## src/rtl/occ_mon_pkg.sv

```systemverilog
// Package: shared helpers for the occupancy monitor.
// Assumes callers pass widths that hold the clamp limit.
package occ_mon_pkg;

    // Limit a requested window exponent to the supported maximum.
    function automatic int unsigned clamp_exp(input int unsigned req, input int unsigned max_exp);
        return (req > max_exp) ? max_exp : req;
    endfunction

endpackage

```

## src/rtl/occ_window_timer.sv

```systemverilog
// Window timer: counts cycles since reset and cycles inside the current window.
// It flags the last cycle of each window and holds the active window exponent.
// Assumes MAX_WIN_LOG2 >= 1 and LOG2_W wide enough to carry MAX_WIN_LOG2.
module occ_window_timer #(
    parameter int MAX_WIN_LOG2 = 6,
    parameter int LOG2_W       = 3,
    parameter int TS_W         = 24
) (
    input  logic              clk,
    input  logic              rst_n,
    input  logic [LOG2_W-1:0] win_log2_in,
    output logic              win_end,
    output logic [LOG2_W-1:0] cur_log2,
    output logic [TS_W-1:0]   cycle_now
);
    import occ_mon_pkg::*;

    localparam int CNT_W = MAX_WIN_LOG2;

    logic [CNT_W-1:0]  win_cnt;
    logic [CNT_W:0]    span;
    logic [CNT_W:0]    last_pos;
    logic [LOG2_W-1:0] req_log2;

    // Clamp the requested exponent to what the counter supports.
    always_comb begin
        req_log2 = LOG2_W'(clamp_exp(int'(win_log2_in), MAX_WIN_LOG2));
    end

    // Decode the last in-window count from the active exponent.
    always_comb begin
        span     = (CNT_W+1)'(1) << cur_log2;
        last_pos = span - (CNT_W+1)'(1);
        win_end  = (win_cnt == last_pos[CNT_W-1:0]);
    end

    // Advance the counters, closing and reloading the window at its end.
    always_ff @(posedge clk) begin
        if (!rst_n) begin
            win_cnt   <= '0;
            cycle_now <= '0;
            cur_log2  <= req_log2;
        end else begin
            cycle_now <= cycle_now + TS_W'(1);
            if (win_end) begin
                win_cnt  <= '0;
                cur_log2 <= req_log2;
            end else begin
                win_cnt  <= win_cnt + CNT_W'(1);
            end
        end
    end
endmodule

```

## src/rtl/occ_accum.sv

```systemverilog
// Accumulator bank: one running sum of depth samples per buffer.
// The updated total (sum plus present sample) is exported. A clear starts
// the next window from zero. Assumes SUM_W covers the largest window.
module occ_accum #(
    parameter int NUM_BUF = 4,
    parameter int DEPTH_W = 6,
    parameter int SUM_W   = 12
) (
    input  logic                       clk,
    input  logic                       rst_n,
    input  logic                       clear,
    input  logic [NUM_BUF*DEPTH_W-1:0] depth_flat,
    output logic [NUM_BUF*SUM_W-1:0]   total_flat
);
    for (genvar g = 0; g < NUM_BUF; g++) begin : g_buf
        logic [SUM_W-1:0] acc;
        logic [SUM_W-1:0] total;

        // Add this cycle's depth to the running sum.
        always_comb begin
            total = acc + SUM_W'(depth_flat[g*DEPTH_W +: DEPTH_W]);
        end

        // Keep the running sum, or restart it when the window closes.
        always_ff @(posedge clk) begin
            if (!rst_n || clear) acc <= '0;
            else                 acc <= total;
        end

        assign total_flat[g*SUM_W +: SUM_W] = total;
    end
endmodule

```

## src/rtl/occ_drain.sv

```systemverilog
// Result streamer: snapshots all window totals and offers them one index at a
// time over valid/ready. A new snapshot replaces an unfinished stream.
// Assumes NUM_BUF >= 2 and FRAC_W >= 1.
module occ_drain #(
    parameter int NUM_BUF = 4,
    parameter int SUM_W   = 12,
    parameter int LOG2_W  = 3,
    parameter int TS_W    = 24,
    parameter int FRAC_W  = 4,
    parameter int AVG_W   = 10,
    parameter int IDX_W   = 2
) (
    input  logic                     clk,
    input  logic                     rst_n,
    input  logic                     load,
    input  logic [NUM_BUF*SUM_W-1:0] total_flat,
    input  logic [TS_W-1:0]          load_time,
    input  logic [LOG2_W-1:0]        load_log2,
    input  logic                     rec_ready,
    output logic                     rec_valid,
    output logic [IDX_W-1:0]         rec_idx,
    output logic [TS_W-1:0]          rec_time,
    output logic [SUM_W-1:0]         rec_sum,
    output logic [AVG_W-1:0]         rec_avg
);
    import occ_mon_pkg::*;

    localparam logic [IDX_W-1:0] LAST_IDX = IDX_W'(NUM_BUF - 1);

    logic [SUM_W-1:0]        snap [NUM_BUF];
    logic [LOG2_W-1:0]       snap_log2;
    logic [SUM_W+FRAC_W-1:0] scaled;

    for (genvar g = 0; g < NUM_BUF; g++) begin : g_snap
        // Capture this buffer's window total at the window edge.
        always_ff @(posedge clk) begin
            if (!rst_n)    snap[g] <= '0;
            else if (load) snap[g] <= total_flat[g*SUM_W +: SUM_W];
        end
    end

    // Walk the indices; a fresh snapshot restarts the walk at zero.
    always_ff @(posedge clk) begin
        if (!rst_n) begin
            rec_valid <= 1'b0;
            rec_idx   <= '0;
            rec_time  <= '0;
            snap_log2 <= '0;
        end else if (load) begin
            rec_valid <= 1'b1;
            rec_idx   <= '0;
            rec_time  <= load_time;
            snap_log2 <= load_log2;
        end else if (rec_valid && rec_ready) begin
            if (rec_idx == LAST_IDX) rec_valid <= 1'b0;
            else                     rec_idx   <= rec_idx + IDX_W'(1);
        end
    end

    // Present the selected sum and its fixed-point mean.
    always_comb begin
        rec_sum = snap[rec_idx];
        scaled  = {rec_sum, {FRAC_W{1'b0}}} >> snap_log2;
        rec_avg = AVG_W'(scaled);
    end
endmodule

```

## src/rtl/occ_avg_monitor.sv

```systemverilog
// Top: windowed average occupancy monitor. Ties the timer, the accumulator
// bank and the result streamer together. Assumes the parameter limits stated
// in each submodule.
module occ_avg_monitor #(
    parameter int NUM_BUF      = 4,
    parameter int DEPTH_W      = 6,
    parameter int MAX_WIN_LOG2 = 6,
    parameter int FRAC_W       = 4,
    parameter int TS_W         = 24,
    localparam int LOG2_W      = $clog2(MAX_WIN_LOG2 + 1),
    localparam int SUM_W       = DEPTH_W + MAX_WIN_LOG2,
    localparam int AVG_W       = DEPTH_W + FRAC_W,
    localparam int IDX_W       = $clog2(NUM_BUF)
) (
    input  logic                       clk,
    input  logic                       rst_n,
    input  logic [LOG2_W-1:0]          win_log2,
    input  logic [NUM_BUF*DEPTH_W-1:0] depth_flat,
    output logic                       rec_valid,
    input  logic                       rec_ready,
    output logic [IDX_W-1:0]           rec_idx,
    output logic [TS_W-1:0]            rec_time,
    output logic [SUM_W-1:0]           rec_sum,
    output logic [AVG_W-1:0]           rec_avg
);
    logic                     win_end;
    logic [LOG2_W-1:0]        cur_log2;
    logic [TS_W-1:0]          cycle_now;
    logic [NUM_BUF*SUM_W-1:0] total_flat;
    logic [TS_W-1:0]          end_time;

    // Window close time is the count including the closing edge.
    always_comb begin
        end_time = cycle_now + TS_W'(1);
    end

    occ_window_timer #(
        .MAX_WIN_LOG2(MAX_WIN_LOG2), .LOG2_W(LOG2_W), .TS_W(TS_W)
    ) u_timer (
        .clk(clk), .rst_n(rst_n), .win_log2_in(win_log2),
        .win_end(win_end), .cur_log2(cur_log2), .cycle_now(cycle_now)
    );

    occ_accum #(
        .NUM_BUF(NUM_BUF), .DEPTH_W(DEPTH_W), .SUM_W(SUM_W)
    ) u_accum (
        .clk(clk), .rst_n(rst_n), .clear(win_end),
        .depth_flat(depth_flat), .total_flat(total_flat)
    );

    occ_drain #(
        .NUM_BUF(NUM_BUF), .SUM_W(SUM_W), .LOG2_W(LOG2_W), .TS_W(TS_W),
        .FRAC_W(FRAC_W), .AVG_W(AVG_W), .IDX_W(IDX_W)
    ) u_drain (
        .clk(clk), .rst_n(rst_n), .load(win_end), .total_flat(total_flat),
        .load_time(end_time), .load_log2(cur_log2), .rec_ready(rec_ready),
        .rec_valid(rec_valid), .rec_idx(rec_idx), .rec_time(rec_time),
        .rec_sum(rec_sum), .rec_avg(rec_avg)
    );
endmodule

```

## config.mk

```make
export PLATFORM = sky130hd
export DESIGN_NAME = occ_avg_monitor
export DESIGN_NICKNAME = d
export VERILOG_FILES = /design/src/rtl/occ_mon_pkg.sv /design/src/rtl/occ_window_timer.sv /design/src/rtl/occ_accum.sv /design/src/rtl/occ_drain.sv /design/src/rtl/occ_avg_monitor.sv
export SDC_FILE = /design/constraint.sdc
export NUM_CORES = 1
export LEC_CHECK = 0
export ABC_AREA = 1
export ABC_CLOCK_PERIOD_IN_PS = 2700
export BUFFER_PORTS_ARGS = -buffer_cell sky130_fd_sc_hd__clkbuf_2
export CAP_MARGIN = 25
export CORE_MARGIN = 2
export CORE_UTILIZATION = 43
export CTS_CLUSTER_DIAMETER = 50
export DETAILED_ROUTE_END_ITERATION = 10
export GPL_TIMING_DRIVEN = 0
export PLACE_DENSITY = 0.63
export SKIP_CTS_REPAIR_TIMING = 1
export SLEW_MARGIN = 40
export SYNTH_ARGS = -nofsm -noshare
export SYNTH_HDL_FRONTEND = slang
export SYNTH_SLANG_ARGS = --single-unit
```

## constraint.sdc

```tcl
create_clock -name clk -period 2.7 [get_ports clk]
set_clock_uncertainty 0.05 [all_clocks]
set_input_delay 0.135 -clock clk [delete_from_list [all_inputs] [get_ports clk]]
set_output_delay 0.135 -clock clk [all_outputs]
set_load 0.03 [all_outputs]
```

==> results of run 1 <==
## how the worst min path moves through the flow
stage,to,slack (ns),cells past startpoint
after CTS,u_drain.rec_valid$_SDFFE_PN0P_,-0.06,4
after detailed placement,u_drain.rec_valid$_SDFFE_PN0P_,0.39,4
after global placement,u_drain.rec_valid$_SDFFE_PN0P_,0.38,4
final,u_timer.cur_log2[0]$_SDFFCE_PN0P_,0.02,2
after floorplan,u_timer.cur_log2[1]$_SDFFCE_PN1P_,0.25,1
after global routing,u_timer.cur_log2[0]$_SDFFCE_PN0P_,0.009,2
## cell type report
type,count,area share [%]
Buffer,38,2.027
Clock buffer,20,4.850
Clock inverter,12,2.147
Inverter,97,3.856
Multi-Input combinational cell,796,40.08
Sequential cell,161,39.54
Tap cell,234,3.101
Timing Repair Buffer,80,4.399
## power by group
part,internal (mW),switching [mW],total (mW)
registers,2.68,0.100,2.78
clock network,1.70,0.999,2.70
logic,0.433,0.765,1.20
total,4.82,1.86,6.68
## synthesized netlist by cell type (7+ instances only)
| master | count | area [um^2] |
|---|---|---|
| or2_2 | 7 | 43.79 |
| buf_2 | 12 | 60.06 |
| xnor2_1 | 13 | 113.9 |
| nand2_1 | 368 | 1381 |
| ha_1 | 27 | 337.8 |
| clkbuf_1 | 19 | 71.32 |
| nand3_1 | 126 | 630.6 |
| nor3_1 | 8 | 40.04 |
| inv_1 | 95 | 356.6 |
| a21oi_1 | 32 | 160.2 |
| dfxtp_1 | 110 | 2202 |
| xor2_1 | 19 | 166.4 |
| edfxtp_1 | 51 | 1531 |
| nand3b_1 | 13 | 97.59 |
| nor2_1 | 158 | 593.1 |
## metal layers
metal	vias to the layer above	GRT usage, %	share of wire, %
li1	3671	-	-
met1	3158	26.82	48
met2	165	32.55	46
met3	20	3.804	5.2
met4	0	6.474	1.3
met5	-	0	0
## cells by family after synthesis
kind of cell	share of synthesized area (%)
compound gates	2.543
simple gates	35.71
fa+ha+maj	5.178
flops	46.26
buf+inv	6.837
xor+xnor	3.473
## metrics by stage
step	power [mW]	area, um^2
after detailed placement	4.024	8751
after floorplan	3.732	8070
after global routing	7.034	9443
after global placement	4.020	8748
final	6.683	9443
after CTS	6.731	9412
## sequential cells by signal, indices dropped and copies added (netlist names), named ones only
name	flops
u_drain.rec_valid	1
u_timer.cycle_now	24
u_accum.g_buf.acc	48
u_drain.snap_log2	3
u_drain.rec_idx	2
u_drain.snap	48
u_drain.rec_time	24
u_timer.cur_log2	3
u_timer.win_cnt	6
## critical path: stages (launching register included)
cell,delay [ns]
dfxtp_1,0.42
clkbuf_1,0.39
nand3_1,0.23
nand2_1,0.20
nand2_1,0.07
nand2_1,0.11
nand2_1,0.07
nand3_1,0.11
nand2_1,0.08
clkbuf_2,0.19
==> flow_summary_export.csv, run 1 <==
group,metric,value,unit
status,status,"complete, no violations",
sta,slew_viol_final,0,
power,ir_worst_vdd,0.4635,mV
clocking,h-tree-depth,4,
final_layout,seq_area,3734,um^2
final_layout,final_util,50.82,%
synth,synth_edf_count,51,
sta,tns,0,ns
synth,seq_area_frac_synth,46.26,%
sta,worst_slew_margin_rel,50.73,%
final_layout,fin_cells,1438,
drt,drc,0,
synth,syn_nets,1153,
sta,rsz0062_at_grt,"no",
final_layout,multi_input_area,3785,um^2
drt,drt_iter0_drc,508,
sta,period_share,91.91,%
drt,totalWireLength,19010,um
clocking,clock_latency,0.43,ns
setup_path,rr_endpoint,"u_drain.snap[1][5]$_SDFFCE_PN0P_",
final_layout,final_nets,1252,
drt,vias,7014,
floorplan,die_area,19880,um^2
final_layout,layout_commonest_cell,"nand2_1",
min_path,hold_path.startpoint,"win_log2[0]",
floorplan,row_count,50,
floorplan,initial_utilization,43.43,%
synth,yosys_warnings,0,
drt,firstDrtPassIters,5,
sta,fin_crit,2.482,ns
final_layout,drive_above_1_share,11.13,%
grt,grt_usage,19.94,%
placed_design,dp_hpwl,14470,um
setup_path,reg2reg_from,"u_timer.cur_log2[1]$_SDFFCE_PN1P_",
grt,grt_pass1_vias,6456,
setup_path,end_kind,"output pin",
floorplan,core,18580,um^2
synth,synthesis.instances,1092,
grt,grt_pass1_wl,31360,um
sta,hold_viol,0,
setup_path,rrSetupSlack,0.43,ns
clocking,path_clk_slew,0.06,ns
setup_path,start_kind,"flop",
drt,routedWlPerCell,13.22,um
clocking,clock_sinks,161,
placed_design,portBuffers,77,
synth,synth_area,8070,um^2
setup_path,required,2.52,ns
placed_design,place_inst,1403,
clocking,cts_root_buffer,"clkbuf_16",
floorplan,die_h,141.0,um
job,cap_violations,0,
drt,via_per_inst,4.878,
synth,ys.flop_type,"dfxtp_1",
power,power.density,707.8,nW/um^2
clocking,cts_buffer_depth,2,
synth,yosysUniqueCellTypes,29,
synth,synth-async-reset-ratio,0,%
clocking,cts_tree,"yes",
floorplan,die_x,141.0,um
synth,syn_avg_cell_area,7.390,um^2
setup_path,cp_max_fo,10,
sta,max_freq,403.0,MHz
final_layout,area_growth,17.01,%
min_path,hold_path.class,"in2reg",
sta,hold_ws,0.01557,ns
drt,ant_nets,0,
sta,worst_slack,0.2183,ns
setup_path,worstPathArrival,2.30,ns
placed_design,dp_slack,0.4151,ns
clocking,cts_buffers,17,
setup_path,crit_type,"reg2out",
floorplan,io_pins,79,
sta,tightestPinTransition,0.7390,ns
placed_design,gp_congestion,0.8825,
grt,grt_antenna_before_repair,0,
final_layout,diodes,0,
grt,grt-ovfl-total,0,
synth,synth-seq-cells,161,
final_layout,final_cell_mix,"368 x nand2_1, 158 x nor2_1, 126 x nand3_1",
setup_path,r2r_cells,8,
power,leakage,4.423,nW
setup_path,endpoint,"rec_avg[3]",
grt,grt_max_degree,61,
final_layout,fill_cells,1811,
sta,finalSetupViolCount,0,
No activity file was read; power rests on OpenSTA's default activity.
==> run 2: changes to the inputs <==
--- a/config.mk
+++ b/config.mk
@@ -7,7 +7,7 @@
 export LEC_CHECK = 0
 export ABC_AREA = 1
 export ABC_CLOCK_PERIOD_IN_PS = 2700
-export BUFFER_PORTS_ARGS = -buffer_cell sky130_fd_sc_hd__clkbuf_2
+export BUFFER_PORTS_ARGS = -buffer_cell sky130_fd_sc_hd__buf_2
 export CAP_MARGIN = 25
 export CORE_MARGIN = 2
 export CORE_UTILIZATION = 43
==> run 2 against run 1 <==
Clock power down 6%. Highest routed layer unchanged. Maximum frequency grew 0.82%. Via count down 1.7%. Worst hold slack gained 0.0065 ns. Global-route usage decreased by 0.26 points.
==> flow_summary_export.csv, run 2 (synthesis results as in run 1) <==
group,metric,value,unit
status,status,"complete, no violations",
grt,grt-ovfl-total,0,
drt,firstDrtPassIters,5,
sta,tns,0,ns
setup_path,reg2reg_from,"u_timer.cur_log2[1]$_SDFFCE_PN1P_",
setup_path,cp_max_fo,10,
sta,finalSetupViolCount,0,
sta,max_freq,406.3,MHz
grt,grt_pass1_wl,31040,um
drt,vias,6892,
final_layout,top_regs,"u_accum.g_buf.acc: 48 flops, u_drain.snap: 48 flops",
setup_path,crit_chain,"clkbuf_1 > nand3_1 > nand2_1 > nand2_1 > nand2_1 > nand2_1 > nand3_1 > nand2_1 > buf_2",
min_path,hold_depth,4,
floorplan,die_area,19880,um^2
final_layout,final_cell_mix,"368 x nand2_1, 158 x nor2_1, 126 x nand3_1",
clocking,cts_buffer_depth,2,
grt,grt_max_degree,61,
sta,period_share,91.17,%
sta,rsz0062_at_grt,"no",
final_layout,drive_above_1_share,11.05,%
clocking,cts_buffers,17,
clocking,h-tree-depth,4,
clocking,cts_tree,"yes",
final_layout,layout_commonest_cell,"nand2_1",
floorplan,initial_utilization,43.43,%
setup_path,slowest_delay,0.42,ns
setup_path,rr_endpoint,"u_drain.snap[0][1]$_SDFFCE_PN0P_",
final_layout,final_util,50.59,%
floorplan,core,18580,um^2
setup_path,crit_family,"simple AND/OR/NAND/NOR gates",
drt,ant_nets,0,
setup_path,worstSetupPathDepth,9,
min_path,min_to,"u_accum.g_buf[3].acc[0]$_SDFF_PP0_",
grt,grt_antenna_before_repair,0,
setup_path,rrSetupSlack,0.46,ns
grt,grt_pass1_vias,6406,
final_layout,final_nets,1252,
clocking,cts_root_buffer,"clkbuf_16",
grt,grt_usage,19.68,%
sta,fin_crit,2.461,ns
setup_path,path_buf_inv,2,
setup_path,crit_type,"reg2out",
drt,via_per_inst,4.793,
min_path,hold_path.class,"in2reg",
final_layout,fill_cells,1856,
setup_path,crit_top_cell,"nand2_1",
clocking,clock_sinks,161,
floorplan,die_h,141.0,um
floorplan,io_pins,79,
setup_path,r2r_cells,8,
setup_path,end_kind,"output pin",
clocking,path_clk_slew,0.06,ns
placed_design,portBuffers,77,
drt,totalWireLength,18850,um
sta,slew_viol_final,0,
min_path,hold_path.startpoint,"depth_flat[18]",
placed_design,place_inst,1403,
sta,tightestPinTransition,0.7316,ns
sta,worst_slew_margin_rel,51.23,%
power,leakage,4.423,nW
setup_path,worst_path_max_delay_cell,"dfxtp_1",
job,cap_violations,0,
power,power.density,693.2,nW/um^2
final_layout,area_growth,16.48,%
final_layout,diodes,0,
placed_design,dp_hpwl,14430,um
power,fin_total_pwr,6.516,mW
floorplan,die_x,141.0,um
clocking,clock_latency,0.43,ns
drt,routedWlPerCell,13.11,um
floorplan,row_count,50,
setup_path,required,2.52,ns
placed_design,gp_congestion,0.8829,
power,ir_worst_vdd,0.4428,mV
setup_path,start_kind,"flop",
final_layout,fin_cells,1438,
drt,drt_iter0_drc,444,
drt,drc,0,
setup_path,worstPathArrival,2.28,ns
sta,hold_viol,0,
==> run 2: cell types whose count changed in the layout (fill, tap and decap cells not counted), sizes merged <==
cell,delta
inv,-1
clkinvlp,+1
clkbuf,-79
bufinv,-1
buf,+77
clkinv,+3
==> run 2: area by class of cell <==
type	instances	area, um^2	area share (%)
multi-input combinational	796	3785	40.26
sequential	161	3734	39.72
clock buffer	18	429.2	4.565
timing repair buffer	80	415.4	4.419
inverter	97	364.1	3.873
tap	234	292.8	3.115
buffer	38	191.4	2.036
clock inverter	14	188.9	2.010
==> run 2: worst max path at each step <==
stage               slack (ns)                                to                         startpoint
floorplan                 0.50  u_drain.snap[0][0]$_SDFFCE_PN0P_  u_timer.cur_log2[1]$_SDFFCE_PN1P_
global placement          0.03  u_drain.snap[0][5]$_SDFFCE_PN0P_  u_timer.cur_log2[1]$_SDFFCE_PN1P_
detailed placement        0.45  u_drain.snap[0][5]$_SDFFCE_PN0P_  u_timer.cur_log2[1]$_SDFFCE_PN1P_
CTS                       0.14                        rec_avg[3]                               flop
global route              0.03                        rec_avg[5]                               flop
finish                    0.24                        rec_avg[6]                               flop
==> run 2: worst register-to-register path: cells and delay by family (launching register included) <==
| family | cells | cell delay [ns] |
|---|---|---|
| buffers and inverters | 1 | 0.61 |
| DFF | 1 | 0.49 |
| and+or+nand+nor | 7 | 0.67 |
==> run 2: power by group <==
| part | leakage, nW | total, mW | internal, mW | switching [mW] |
|---|---|---|---|---|
| registers | 1.42 | 2.78 | 2.68 | 0.100 |
| clock network | 0.289 | 2.54 | 1.54 | 0.992 |
| logic | 2.71 | 1.20 | 0.432 | 0.764 |
==> run 2: metal layers <==
metal | vias to the layer above | global-route usage [%] | part of all wire (%)
met5 | - | 0 | 0
met4 | 0 | 5.684 | 1.4
met3 | 24 | 3.906 | 4.3
met2 | 133 | 31.96 | 46
met1 | 3076 | 26.82 | 49
li1 | 3659 | - | -
==> run 2: through the flow <==
step           setup slack [ns]  hold WS [ns]  instance area [um^2]
6_report                 0.2385       0.02209                  9400
5_1_grt                 0.03480       0.04793                  9400
4_1_cts                  0.1440      -0.06304                  9369
3_5_place_dp             0.4452        0.3872                  8751
3_3_place_gp            0.02693        0.3824                  8748
2_1_floorplan            0.4957        0.2517                  8070
==> run 3: changes to the inputs <==
--- a/config.mk
+++ b/config.mk
@@ -11,10 +11,10 @@
 export CAP_MARGIN = 25
 export CORE_MARGIN = 2
 export CORE_UTILIZATION = 43
-export CTS_CLUSTER_DIAMETER = 50
 export DETAILED_ROUTE_END_ITERATION = 10
 export GPL_TIMING_DRIVEN = 0
 export PLACE_DENSITY = 0.63
+export SETUP_SLACK_MARGIN = 0.5
 export SKIP_CTS_REPAIR_TIMING = 1
 export SLEW_MARGIN = 40
 export SYNTH_ARGS = -nofsm -noshare
==> constraint.sdc (replaced) <==
create_clock -name clk -period 2.7 [get_ports clk]
set_clock_uncertainty 0.05 [all_clocks]
set_input_delay 0.135 -clock clk [delete_from_list [all_inputs] [get_ports clk]]
set_output_delay 0.135 -clock clk [all_outputs]
set_load 0.005 [all_outputs]
==> run 3 against run 2 <==
The flow now finishes with violations (negative hold slack). Clock-buffer cell count did not move. Utilization rose by 0.85 points. Non-clock buffer count rose by 6. Worst setup slack improved by 0.39 ns. Die area did not move. Sequential power barely moved. Sequential share of layout area fell by 0.64 points. Clock power barely moved. First-iteration DRC count fell by 9.5%. Combinational power barely moved. Highest routed layer unchanged.
==> flow_summary_export.csv, run 3 (synthesis results as in run 1) <==
group,metric,value,unit
status,status,"finished with violations",
status,violations,"negative hold slack",
sta,worst_slew_margin_rel,60.54,%
placed_design,placed_cell_area,8751,um^2
setup_path,crit_type,"reg2out",
final_layout,final_cell_mix,"355 x nand2_1, 158 x nor2_1, 119 x nand3_1",
drt,vias,7026,
grt,grt_usage,19.70,%
sta,fin_crit,2.072,ns
floorplan,row_count,50,
setup_path,slowest_delay,0.36,ns
setup_path,worst_path_max_delay_cell,"dfxtp_1",
final_layout,layout_commonest_cell,"nand2_1",
setup_path,crit_chain,"inv_1 > clkbuf_1 > nand3_1 > nand2_1 > nand2_1 > nand2_1 > nand2_1 > nand2_1 > buf_2",
min_path,min_to,"u_drain.rec_valid$_SDFFE_PN0P_",
setup_path,cp-startpoint,"u_drain.snap_log2[0]$_SDFFE_PN0P_",
drt,firstDrtPassIters,5,
sta,rsz0062_at_grt,"yes",
setup_path,start_kind,"flop",
sta,max_freq,482.7,MHz
setup_path,rr_endpoint,"u_drain.snap[0][9]$_SDFFCE_PN0P_",
grt,grt_max_degree,61,
final_layout,diodes,0,
setup_path,cp_max_fo,10,
drt,ant_nets,0,
floorplan,io_pins,79,
clocking,path_clk_slew,0.06,ns
final_layout,fin_area,9558,um^2
clocking,h-tree-depth,4,
placed_design,gp_congestion,0.8759,
min_path,hold_path.startpoint,"rec_ready",
drt,routedWlPerCell,13.15,um
power,fin_total_pwr,6.481,mW
setup_path,reg2reg_from,"u_timer.cur_log2[1]$_SDFFCE_PN1P_",
clocking,cts_root_buffer,"clkbuf_16",
floorplan,die_h,141.0,um
grt,grt_pass1_vias,6443,
final_layout,drive_above_1_share,14.30,%
drt,drc,0,
setup_path,end_kind,"output pin",
sta,hold_ws,-0.03705,ns
grt,grt_antenna_before_repair,0,
floorplan,die_area,19880,um^2
setup_path,worstPathArrival,1.89,ns
floorplan,initial_utilization,43.43,%
clocking,cts_buffer_depth,2,
sta,tightestPinTransition,0.5920,ns
min_path,hold_depth,4,
sta,period_share,76.74,%
final_layout,area_growth,18.43,%
floorplan,core,18580,um^2
final_layout,final_nets,1258,
clocking,clock_latency,0.43,ns
sta,tns,0,ns
setup_path,path_buf_inv,3,
grt,grt_pass1_wl,31340,um
setup_path,rrSetupSlack,0.65,ns
final_layout,fill_cells,1817,
floorplan,die_x,141.0,um
job,cap_violations,0,
drt,totalWireLength,18980,um
sta,slew_viol_final,0,
power,power.density,678.0,nW/um^2
power,leakage,4.504,nW
setup_path,crit_top_cell,"nand2_1",
placed_design,dp_hpwl,14390,um
setup_path,crit_family,"buffers and inverters",
final_layout,top_regs,"u_accum.g_buf.acc: 48 flops, u_drain.snap: 48 flops",
clocking,clock_sinks,161,
sta,hold_viol,1,
setup_path,r2r_cells,8,
power,ir_worst_vdd,0.4398,mV
clocking,cts_tree,"yes",
grt,grt-ovfl-total,0,
setup_path,required,2.52,ns
clocking,cts_buffers,17,
sta,finalSetupViolCount,0,
final_layout,seq_area,3735,um^2
min_path,hold_path.class,"in2reg",
final_layout,multi_input_area,3862,um^2
drt,via_per_inst,4.866,
drt,drt_iter0_drc,402,
placed_design,portBuffers,77,
-- run 3: metal layers --
layer	track usage (%)	wire, um	part of all wire (%)	vias up
met1	26.83	9219	49	3171
met4	5.947	285	1.5	0
met2	31.96	8757	46	156
met5	0	0	0	-
li1	-	-	-	3679
met3	3.770	720	3.8	20
-- run 3: area by class of cell --
| class | count | area share, % |
|---|---|---|
| timing repair buffer | 86 | 4.791 |
| inverter | 97 | 3.836 |
| clock buffer | 18 | 4.713 |
| sequential | 161 | 39.08 |
| buffer | 38 | 2.422 |
| clock inverter | 14 | 1.689 |
| multi-input combinational | 796 | 40.41 |
| tap | 234 | 3.063 |
-- run 3: worst max path at each step --
stage	to	slack (ns)	cells past startpoint
after floorplan	u_drain.snap[0][0]$_SDFFCE_PN0P_	0.78	8
after CTS	rec_avg[3]	0.27	11
after detailed placement	u_drain.snap[0][8]$_SDFFCE_PN0P_	0.43	8
after global placement	u_drain.snap[3][4]$_SDFFCE_PN0P_	0.45	8
after global routing	u_drain.snap[1][10]$_SDFFCE_PN0P_	0.46	8
final	rec_avg[9]	0.63	9
-- run 3: report_power, final --
| group | internal, mW | switching [mW] | leakage, nW |
|---|---|---|---|
| Combinational | 0.445 | 0.747 | 2.78 |
| Sequential | 2.68 | 0.0979 | 1.42 |
| Clock | 1.45 | 1.06 | 0.306 |
-- run 3: stage by stage --
| stage | hold slack (ns) | std cells | setup slack (ns) | util (%) |
|---|---|---|---|---|
| finish | -0.03705 | 1444 | 0.6281 | 51.44 |
| detailed placement | 0.3841 | 1403 | 0.4280 | 47.10 |
| CTS | -0.05741 | 1435 | 0.2718 | 50.39 |
| global route | 0.001052 | 1444 | 0.4556 | 51.44 |
| floorplan | 0.2517 | 1092 | 0.7791 | - |
| global placement | 0.3751 | 1403 | 0.4462 | 47.10 |
-- run 3: worst reg2reg max path, stage by stage (launching register included) --
cell	delay, ns
edfxtp_1	0.49
nor2_1	0.16
nand2_1	0.07
nand2_1	0.05
nand2_1	0.05
nor2_1	0.12
nand3_1	0.12
nand2_1	0.16
buf_8	0.39
